## config.mk

```make
export PLATFORM = sky130hd
export DESIGN_NAME = rx_desc_walker
export DESIGN_NICKNAME = d
export VERILOG_FILES = /design/src/rtl/rx_desc_walker.sv
export SDC_FILE = /design/constraint.sdc
export NUM_CORES = 1
export LEC_CHECK = 0
export ABC_AREA = 1
export CORE_MARGIN = 4
export CORE_UTILIZATION = 30
export CTS_CLUSTER_SIZE = 20
export DETAILED_ROUTE_END_ITERATION = 6
export DONT_BUFFER_PORTS = 1
export PLACE_DENSITY = 0.53
export SYNTH_ARGS = -nofsm -noshare
export SYNTH_HDL_FRONTEND = slang
export SYNTH_SLANG_ARGS = --single-unit
```

## constraint.sdc

```tcl
create_clock -name clk -period 1.92 [get_ports clk]
set_clock_uncertainty 0.1 [all_clocks]
set_input_delay 0 -clock clk [delete_from_list [all_inputs] [get_ports clk]]
set_output_delay 0 -clock clk [all_outputs]
set_load 0.05 [all_outputs]
```

## src/rtl/rx_desc_walker.sv

```systemverilog
module rx_desc_walker #(
  parameter int STRIDE = 32
) (
  input  logic        clk,
  input  logic        rst_n,
  input  logic        start,
  input  logic [31:0] list_base,
  output logic        fetch_req,
  output logic [31:0] fetch_addr,
  input  logic        desc_valid,
  input  logic [31:0] desc_ctl,
  input  logic [31:0] desc_ptr1,
  input  logic [31:0] desc_ptr2,
  output logic        buf_valid,
  output logic [31:0] buf_addr,
  output logic [12:0] buf_len,
  output logic [1:0]  buf_offset,
  input  logic        buf_full,
  input  logic        frame_done,
  output logic        irq,
  output logic        chain_err
);

  typedef enum logic [2:0] {S_IDLE, S_FETCH, S_BUF1, S_BUF2, S_DONE} st_t;

  st_t         st;
  logic [31:0] cur, ctl, p1, p2;
  logic        sof;

  wire        eor  = ctl[15];
  wire        chn  = ctl[14];
  wire [12:0] len1 = ctl[12:0];
  wire [12:0] len2 = ctl[28:16];
  wire        use2 = !chn && (len2 != 13'd0);
  wire        in_use2 = !desc_ctl[14] && (desc_ctl[28:16] != 13'd0);
  wire [31:0] nxt  = eor ? list_base : (chn ? p2 : cur + 32'(STRIDE));
  wire [31:0] bptr = (st == S_BUF2) ? p2 : p1;

  always_ff @(posedge clk) begin
    if (!rst_n) begin
      st  <= S_IDLE;
      cur <= '0;
      ctl <= '0;
      p1  <= '0;
      p2  <= '0;
      sof <= 1'b1;
    end else begin
      case (st)
        S_IDLE: if (start) begin
          cur <= list_base;
          sof <= 1'b1;
          st  <= S_FETCH;
        end
        S_FETCH: if (desc_valid) begin
          ctl <= desc_ctl;
          p1  <= desc_ptr1;
          p2  <= desc_ptr2;
          if (desc_ctl[12:0] != 13'd0) st <= S_BUF1;
          else if (in_use2)            st <= S_BUF2;
          else                         st <= S_DONE;
        end
        S_BUF1: if (frame_done) begin
          sof <= 1'b1;
          st  <= S_DONE;
        end else if (buf_full) begin
          sof <= 1'b0;
          st  <= use2 ? S_BUF2 : S_DONE;
        end
        S_BUF2: if (frame_done) begin
          sof <= 1'b1;
          st  <= S_DONE;
        end else if (buf_full) begin
          sof <= 1'b0;
          st  <= S_DONE;
        end
        S_DONE: begin
          cur <= nxt;
          st  <= S_FETCH;
        end
        default: st <= S_IDLE;
      endcase
    end
  end

  assign fetch_req  = (st == S_FETCH);
  assign fetch_addr = cur;
  assign buf_valid  = (st == S_BUF1) || (st == S_BUF2);
  assign buf_addr   = {bptr[31:2], 2'b00};
  assign buf_len    = (st == S_BUF2) ? len2 : len1;
  assign buf_offset = sof ? bptr[1:0] : 2'b00;
  assign irq        = (st == S_DONE) && !ctl[31];
  assign chain_err  = (st == S_DONE) && chn && !eor && (p2[1:0] != 2'b00);

  assert_idle_R1: assert property (@(posedge clk) disable iff (!rst_n)
    (fetch_req && !desc_valid) |=> fetch_req && $stable(fetch_addr));

  assert_hold_R3: assert property (@(posedge clk) disable iff (!rst_n)
    (buf_valid && !buf_full && !frame_done) |=>
      buf_valid && $stable(buf_addr) && $stable(buf_len) && $stable(buf_offset));

  assert_nonzero_len_R4: assert property (@(posedge clk) disable iff (!rst_n)
    buf_valid |-> buf_len != 13'd0);

  assert_chain_link_R5: assert property (@(posedge clk) disable iff (!rst_n)
    (st == S_DONE && chn && !eor) |=> fetch_req && fetch_addr == $past(p2));

  assert_eor_base_R7: assert property (@(posedge clk) disable iff (!rst_n)
    (st == S_DONE && eor) |=> fetch_req && fetch_addr == $past(list_base));

  assert_irq_pulse_R8: assert property (@(posedge clk) disable iff (!rst_n)
    irq |=> !irq && fetch_req);

  assert_early_end_R9: assert property (@(posedge clk) disable iff (!rst_n)
    (buf_valid && frame_done) |=> !buf_valid);

  assert_mid_offset_R10: assert property (@(posedge clk) disable iff (!rst_n)
    (buf_valid && buf_full && !frame_done) |=> !buf_valid || buf_offset == 2'b00);

endmodule

```

### Yosys cells after proc, flatten, opt, wreduce, memory -nomap -nowiden

Index checks and enable logic that the tools add are counted.

| word-level totals | value |
|---|---|
| logic and storage cells | 60 |
| memories kept | 0 |
| bits in registers | 132 |
| memory bits (writable) | 0 |
| input port bits | 134 |
| bits in latches | 0 |
| output and inout bits | 83 |
| ROM bits | 0 |

| cells by class | value |
|---|---|
| divide/modulo/power cells | 0 |
| $add $sub $neg | 1 |
| muxes and demuxes | 21 |
| magnitude comparators | 0 |
| bitwise operators | 0 |
| shift-type cells | 0 |
| reductions and logical operators | 23 |
| $mul | 0 |
| equal/unequal tests | 9 |

Operators by type and width:

| kind | number |
|---|---|
| $mux 32 | 4 |
| $pmux 32 s2 | 1 |
| $reduce_bool 13->1 | 3 |
| $add 32x6->32 const B | 1 |
| $mux 3 | 9 |
| $pmux 3 s5 | 1 |
| $mux 13 | 1 |
| $eq 3x2->1 const B | 2 |
| $logic_and 1x1->1 | 6 |
| $ne 3x3->1 const B | 2 |
| $reduce_bool 2->1 | 3 |
| $logic_not 1->1 | 4 |
| $reduce_and 2->1 | 2 |
| $reduce_and 4->1 | 1 |
| $eq 3x1->1 const B | 1 |
| $eq 3x3->1 const B | 1 |
| $logic_not 3->1 | 1 |
| $mux 1 | 3 |
| $ne 3x1->1 const B | 1 |
| $reduce_and 3->1 | 1 |
| $mux 2 | 1 |
| $ne 2x1->1 const B | 1 |
| $ne 2x2->1 const B | 1 |
| $pmux 1 s2 | 1 |
| other kinds (2) | 2 |

### Longest topological paths before layout

Gate-level depths: netlist of run 1.

| depth | value |
|---|---|
| depth in word-level cells | 6 |
| gate-level depth with buffers | 10 |
| depth with buffers taken out | 10 |

### Worst setup path after synthesis of run 1

Ideal clock, no wire load.

| timing path | value |
|---|---|
| path type | register to output |
| from | reg st[1] |
| to | out buf_addr[4] |
| path slack | -0.711 ns |
| arrival | 2.531 ns |
| buffers on the path | 1 |
| cell stages (with the launch flop) | 8 |
| required time | 1.820 ns |
| cells stage by stage | dfxtp_1 inv_2 nor2_2 inv_1 nor2_1 inv_2 clkbuf_1 o21ai_0 |

| on the way | value |
|---|---|
| cells in the longest elaborated chain, start to end | 2 |

Ends and longest elaborated chain:

| what | RTL line | text |
|---|---|---|
| from (decl) | 26 | `st_t st;` |
| from (signal assigned) | 67 | `st <= use2 ? S_BUF2 : S_DONE;` |
| $eq 3x2->1 | 37 | `wire [31:0] bptr = (st == S_BUF2) ? p2 : p1;` |
| $mux 32 | 37 |  |
| to (decl) | 15 | `output logic [31:0] buf_addr,` |

No other way between the ends.

### Worst setup path after layout of run 1

| timing path | value |
|---|---|
| from | reg st[1] |
| to | out buf_addr[3] |

The elaborated chain is that of the path after synthesis.

==> results of run 1 <==
-- layout make-up --
type	instances	area, µm²
timing repair buffer	242	2490
clock buffer	20	447
inverter	64	267
tap	275	344
fill	2135	11300
sequential	129	2590
multi-input combinational	754	3610
clock inverter	12	158
antenna	1	2.50
-- where the power goes --
group	switching (mW)	total [mW]	internal (mW)	leakage, nW
sequential	0.605	3.99	3.39	1.06
combinational	3.93	5.93	2.01	2.88
clock	1.29	3.38	2.09	0.287
total	5.82	13.3	7.48	4.22
-- worst max-delay path: cells and delay by family (launching register included) --
kind	cells	cell delay, ns
buffers and inverters	5	0.59
flip-flops	1	0.38
AND/OR/NAND/NOR	4	0.42
-- Yosys cell counts --
library cell    n
nor2_8          1
a21o_1          1
o221ai_1        3
nand3_1        34
dfxtp_1       129
a31oi_1         8
inv_4           2
nor2_1        199
o211ai_1        4
a22oi_1         4
nand4_1         6
o21ai_1        14
buf_4           9
inv_2           5
nand3b_1        6
xnor2_1         1
nand2_4         2
ha_1            1
nor2_2          4
nand2_2         3
conb_1          1
buf_6           2
nor3_4          1
nor2_4          4
or2_2           3
o21ai_0       147
clkbuf_1       23
o21bai_1        2
inv_1          56
nand2_1       222
buf_1           2
clkinv_2        1
nor3_1          3
o22ai_1         3
a21oi_1        76
buf_2          20
-- metal layers --
layer,vias to the layer above,global-route usage [%],part of all wire [%]
li1,3701,-,-
met1,3359,26.4,44
met2,268,31.2,46
met3,36,5.20,7.6
met4,0,6.09,2.2
met5,-,0,0
-- logic make-up (layout without fill, tap and decap cells) --
| family | Yosys count | in the layout |
|---|---|---|
| compound gates | 262 | 262 |
| other cells | 1 | 3 |
| fa+ha+maj | 1 | 1 |
| flops | 129 | 129 |
| xor+xnor | 1 | 1 |
| simple gates | 488 | 488 |
| buf+inv | 120 | 338 |
-- sequential cells by signal, summed over array words and instances (netlist names) --
register / count
st: 3
sof: 1
ctl: 29
p1: 32
p2: 32
fetch_addr: 32
-- worst paths after layout --
| path | start | end | slack [ns] | cells after the start |
|---|---|---|---|---|
| setup / recovery | st[1] | buf_addr[3] | 0.003 | 9 |
| hold / removal | desc_ctl[9] | st[0] | 0.05 | 9 |
| setup reg to reg | st[1] | fetch_addr[20] | 0.20 | 7 |
| hold reg to reg | p2[3] | fetch_addr[3] | 0.39 | 2 |
-- what timing repair did --
action | CTS | global route
pin swaps | 0 | 5
cloned | 0 | 2
gates resized for setup | 11 | 33
setup endpoints to repair | 45 | 46
hold endpoints to repair | 129 | 0
setup buffers | 0 | 5
hold buffers | 132 | 0
-- stage by stage --
step                      cell area (µm²)  hold slack [ns]  power (mW)  util (%)  instances
after floorplan                      6690           0.0349        7.73         -       1003
after global placement               7740           0.0149        9.49      36.5       1326
after detailed placement             7740           0.0168        9.54      36.5       1326
after CTS                            9730           0.0176        13.3      45.8       1490
after global routing                 9920            0.106        14.0      46.7       1497
final                                9920           0.0505        13.3      46.7       1497
==> flow_summary.toml, run 1 <==
[placement]
hpwl_um = 17100
port_buffers = 0
pre_cts_ws_ns = 0.149
gp_congestion = 0.937

[layout]
layout.nets = 1343
area_delta_synth_final_pct = 52.2
final_layout_size_suffix_gt1_share_pct = 17.2
final_cell_mix = "nand2_1, nor2_1, dlygate4sd3_1"
final_common_cell = "nand2_1"

[detailed_routing]
drt-vias-per-instance = 4.92
routed_wl_um = 24900
drcViolationCount = 0
first_pass_iters = 5
avgRoutedWirePerCell_um = 16.6
drt-initial-drc-count = 349
postRouteAntennaNets = 0
vias = 7364

[timing]
rsz0062_at_grt = "true"
finalHoldViolCount = 0
tns_ns = 0
max_freq_mhz = 522
setup-violations-final = 0
slew_viol_final = 0
finalCritPeriodShare_pct = 99.9
period_minus_slack_ns = 1.92
setup_ws_ns = 0.00268

[grt]
grt_pass1_vias = 7172
grt_max_degree = 129
antenna_found_initial = 1
gr-total-overflow = 0
grt_pass1_wl_um = 38000
track_usage_pct = 19.7

[synthesis]
synth_adder_area_share_pct = 0.192
synth_area_leader_cell = "dfxtp_1"
synthDistinctLibCells = 36
synth.top_cell.area_share_pct = 39.6
synth_top_family_by_area = "simple AND/OR/NAND/NOR gates"
syn-cell-area_um2 = 6520
yosysWarnings = 0
synth_xor_area_share_pct = 0.134
synth_compound_area_share_pct = 20.9
muxShareOfSynthArea_pct = 0
ys_seq_area_share_pct = 39.6
synthTopCellsByArea = "dfxtp_1, nand2_1, nor2_1"
synth_area_per_cell_um2 = 6.50
synth_cells = 1002
synth-seq-cells = 129
yosys.area_share.simple_pct = 30.9

[critical_path]
cp.required_ns = 1.82
start_kind = "flip-flop"
worstSetupPathType = "flip-flop to primary output"
cp_max_fo = 12
arrival_ns = 1.82
critPathCaptureType = "primary output"
cp_cell_sequence = "inv_4 > nor2_4 > inv_2 > nor2_4 > inv_6 > buf_4 > nand2_1 > nand2_1 > buf_4"
cpPeakStageDelay_ns = 0.38
crit_slowest_cell = "dfxtp_4"

[floorplan]
fp.coreArea_um2 = 21200
fp-row-count = 53
dieArea_um2 = 24100
die_h_um = 155
initial_utilization_pct = 30.7
ios = 217
dieWidth_um = 155

[run_status]
status = "completed"

[clock_tree]
cts_made_buffers = 17
tritoncts = "done"
clkLatencyLatePin_ns = 0.42
cts_max_level = 4
cts_root_buf = "clkbuf_16"
worst_setup_hold_path_clk_slew_ns = 0.06
cts_sinks = 129
clock_path_buffers = 2

[flow_run]
cap_violations = 0

[power]
power_density_nw_per_um2 = 1340
ir_worst_vdd_uv = 541
leakagePower_nw = 4.22

[hold_path]
worst_hold_path_type = "input pin to flip-flop"
(Power assumes the default switching activity.)
==> run 2, diff against run 1 <==
--- a/config.mk
+++ b/config.mk
@@ -12,6 +12,7 @@
 export DETAILED_ROUTE_END_ITERATION = 6
 export DONT_BUFFER_PORTS = 1
 export PLACE_DENSITY = 0.53
+export SKIP_CTS_REPAIR_TIMING = 1
 export SYNTH_ARGS = -nofsm -noshare
 export SYNTH_HDL_FRONTEND = slang
 export SYNTH_SLANG_ARGS = --single-unit
==> constraint.sdc (replaced) <==
create_clock -name clk -period 1.92 [get_ports clk]
set_clock_uncertainty 0.1 [all_clocks]
set_input_delay 0 -clock clk [delete_from_list [all_inputs] [get_ports clk]]
set_output_delay 0 -clock clk [all_outputs]
set_load 0.01 [all_outputs]
==> run 2 against run 1 <==
  * Final area is 8.1% lower
  * Via count down 3.8%
  * Combinational power decreased by 40%
  * Clock power shrank 10%
  * Count of clock-buffer cells in the layout is the same
  * Sequential cell count unchanged
  * Critical path type unchanged
  * Worst setup slack improved by 0.057 ns
  * Largest cell class unchanged
  * Power fell by 20%
  * Largest power group is now registers
  * Maximum frequency grew 3.1%
  * Non-clock buffer count is 45 lower
  * Core utilization decreased by 3.8 points
  * Die area unchanged
==> flow_summary.toml, run 2 (synthesis results as in run 1) <==
[detailed_routing]
drcViolationCount = 0
drt-initial-drc-count = 431
avgRoutedWirePerCell_um = 16.6
postRouteAntennaNets = 0
routed_wl_um = 24100
drt-vias-per-instance = 4.88
vias = 7083
first_pass_iters = 5

[timing]
setup-violations-final = 0
period_minus_slack_ns = 1.86
max_freq_mhz = 538
setup_ws_ns = 0.0595
finalCritPeriodShare_pct = 96.9
slew_viol_final = 0
finalHoldViolCount = 0
rsz0062_at_grt = "true"

[placement]
pre_cts_ws_ns = 0.189
gp_congestion = 0.925
hpwl_um = 16400
placed_cells = 1282
placement.cell_area_um2 = 7100
port_buffers = 0

[layout]
design_area_um2 = 9110
final.fill_count = 2202
final_layout_size_suffix_gt1_share_pct = 11.4
fin_cells = 1451
layout.nets = 1298
final_util_pct = 42.9
area_delta_synth_final_pct = 39.9
final_cell_mix = "nand2_1, nor2_1, dlygate4sd3_1"
final_common_cell = "nand2_1"

[floorplan]
die_h_um = 155
dieWidth_um = 155
fp-row-count = 53
ios = 217
dieArea_um2 = 24100
initial_utilization_pct = 30.7
fp.coreArea_um2 = 21200

[power]
power_density_nw_per_um2 = 1170
leakagePower_nw = 3.85
ir_worst_vdd_uv = 537
seqPwrFrac_pct = 38.2
swShare_pct = 38.0
pwr-share-clk_pct = 28.6
combPwrFrac_pct = 33.2
power.internal_mw = 6.60
power_switching_mw = 4.04
power.total_mw = 10.6

[critical_path]
rr_endpoint = "fetch_addr[0]"
arrival_ns = 1.76
rr_startpoint = "st[0]"
critPathCaptureType = "primary output"
cpPeakStageDelay_ns = 0.37
ff2ff_path_depth = 9
start_kind = "flip-flop"
crit_slowest_cell = "dfxtp_4"
cp_cell_sequence = "inv_2 > nor2_2 > inv_1 > nor2_4 > inv_8 > buf_12 > o21ai_1 > buf_4"
rrSetupSlack_ns = 0.15
cp.required_ns = 1.82
cp_num_buf_inv = 5
worstSetupPathType = "flip-flop to primary output"
path_delay_family = "buffers and inverters"
cp_max_fo = 35

[grt]
grt_max_degree = 129
track_usage_pct = 18.4
grt_pass1_wl_um = 35000
grt_pass1_vias = 6226
gr-total-overflow = 0
antenna_found_initial = 1

[flow_run]
cap_violations = 0

[clock_tree]
cts_max_level = 4
clkLatencyLatePin_ns = 0.41
cts_sinks = 129
cts_root_buf = "clkbuf_16"
cts_made_buffers = 17
clock_path_buffers = 2
worst_setup_hold_path_clk_slew_ns = 0.06
tritoncts = "done"

[hold_path]
worst_hold_path_type = "input pin to flip-flop"
worstHoldStart = "desc_valid"
hold_path_end = "ctl[12]"
hold_path_depth = 4

[run_status]
status = "completed"
-- run 2: power groups by stage --
stage	Sequential [mW]	Clock (mW)	Combinational [mW]
floorplan	3.99	0	2.13
global placement	4.10	0	3.14
detailed placement	4.10	0	3.18
CTS	4.05	3.12	3.19
global route	4.17	3.24	3.98
finish	4.07	3.04	3.53
-- run 2: tightest hold or removal path, cell delays in order --
cell	delay [ns]
inv_1	0.07
nor2_4	0.05
buf_4	0.21
a21oi_1	0.15
-- run 2: how the worst max path moves through the flow --
stage,from,to,cells past startpoint
after detailed placement,fetch_addr[6],fetch_addr[19],9
final,st[1],buf_addr[25],8
after CTS,st[1],buf_addr[4],8
after global routing,st[1],buf_addr[20],8
after floorplan,fetch_addr[5],fetch_addr[19],10
after global placement,fetch_addr[5],fetch_addr[19],9
-- run 2: area by class of cell --
type	instances	area [µm²]	area share (%)
flip-flops and latches	129	2590	28.4
diodes	1	2.50	0.0275
clock buffers	20	457	5.01
multi-input cells	754	3440	37.8
clock inverters	11	90.1	0.988
well taps	275	344	3.78
inverters	64	255	2.80
repair buffers	197	1940	21.3
-- run 2: metal layers --
metal | routed length, µm | up-vias | track usage [%]
met3 | 1810 | 29 | 6.34
met4 | 486 | 0 | 5.79
met1 | 10500 | 3218 | 23.6
met2 | 11300 | 242 | 29.1
li1 | - | 3594 | -
met5 | 0 | - | 0
-- run 2: metrics by stage --
| stage | hold WS (ns) | setup TNS, ns |
|---|---|---|
| after global routing | 0.0319 | -0.229 |
| final | 0.0154 | 0 |
| after CTS | -0.423 | -2.54 |
| after floorplan | 0.0349 | 0 |
| after global placement | 0.0165 | 0 |
| after detailed placement | 0.0118 | 0 |
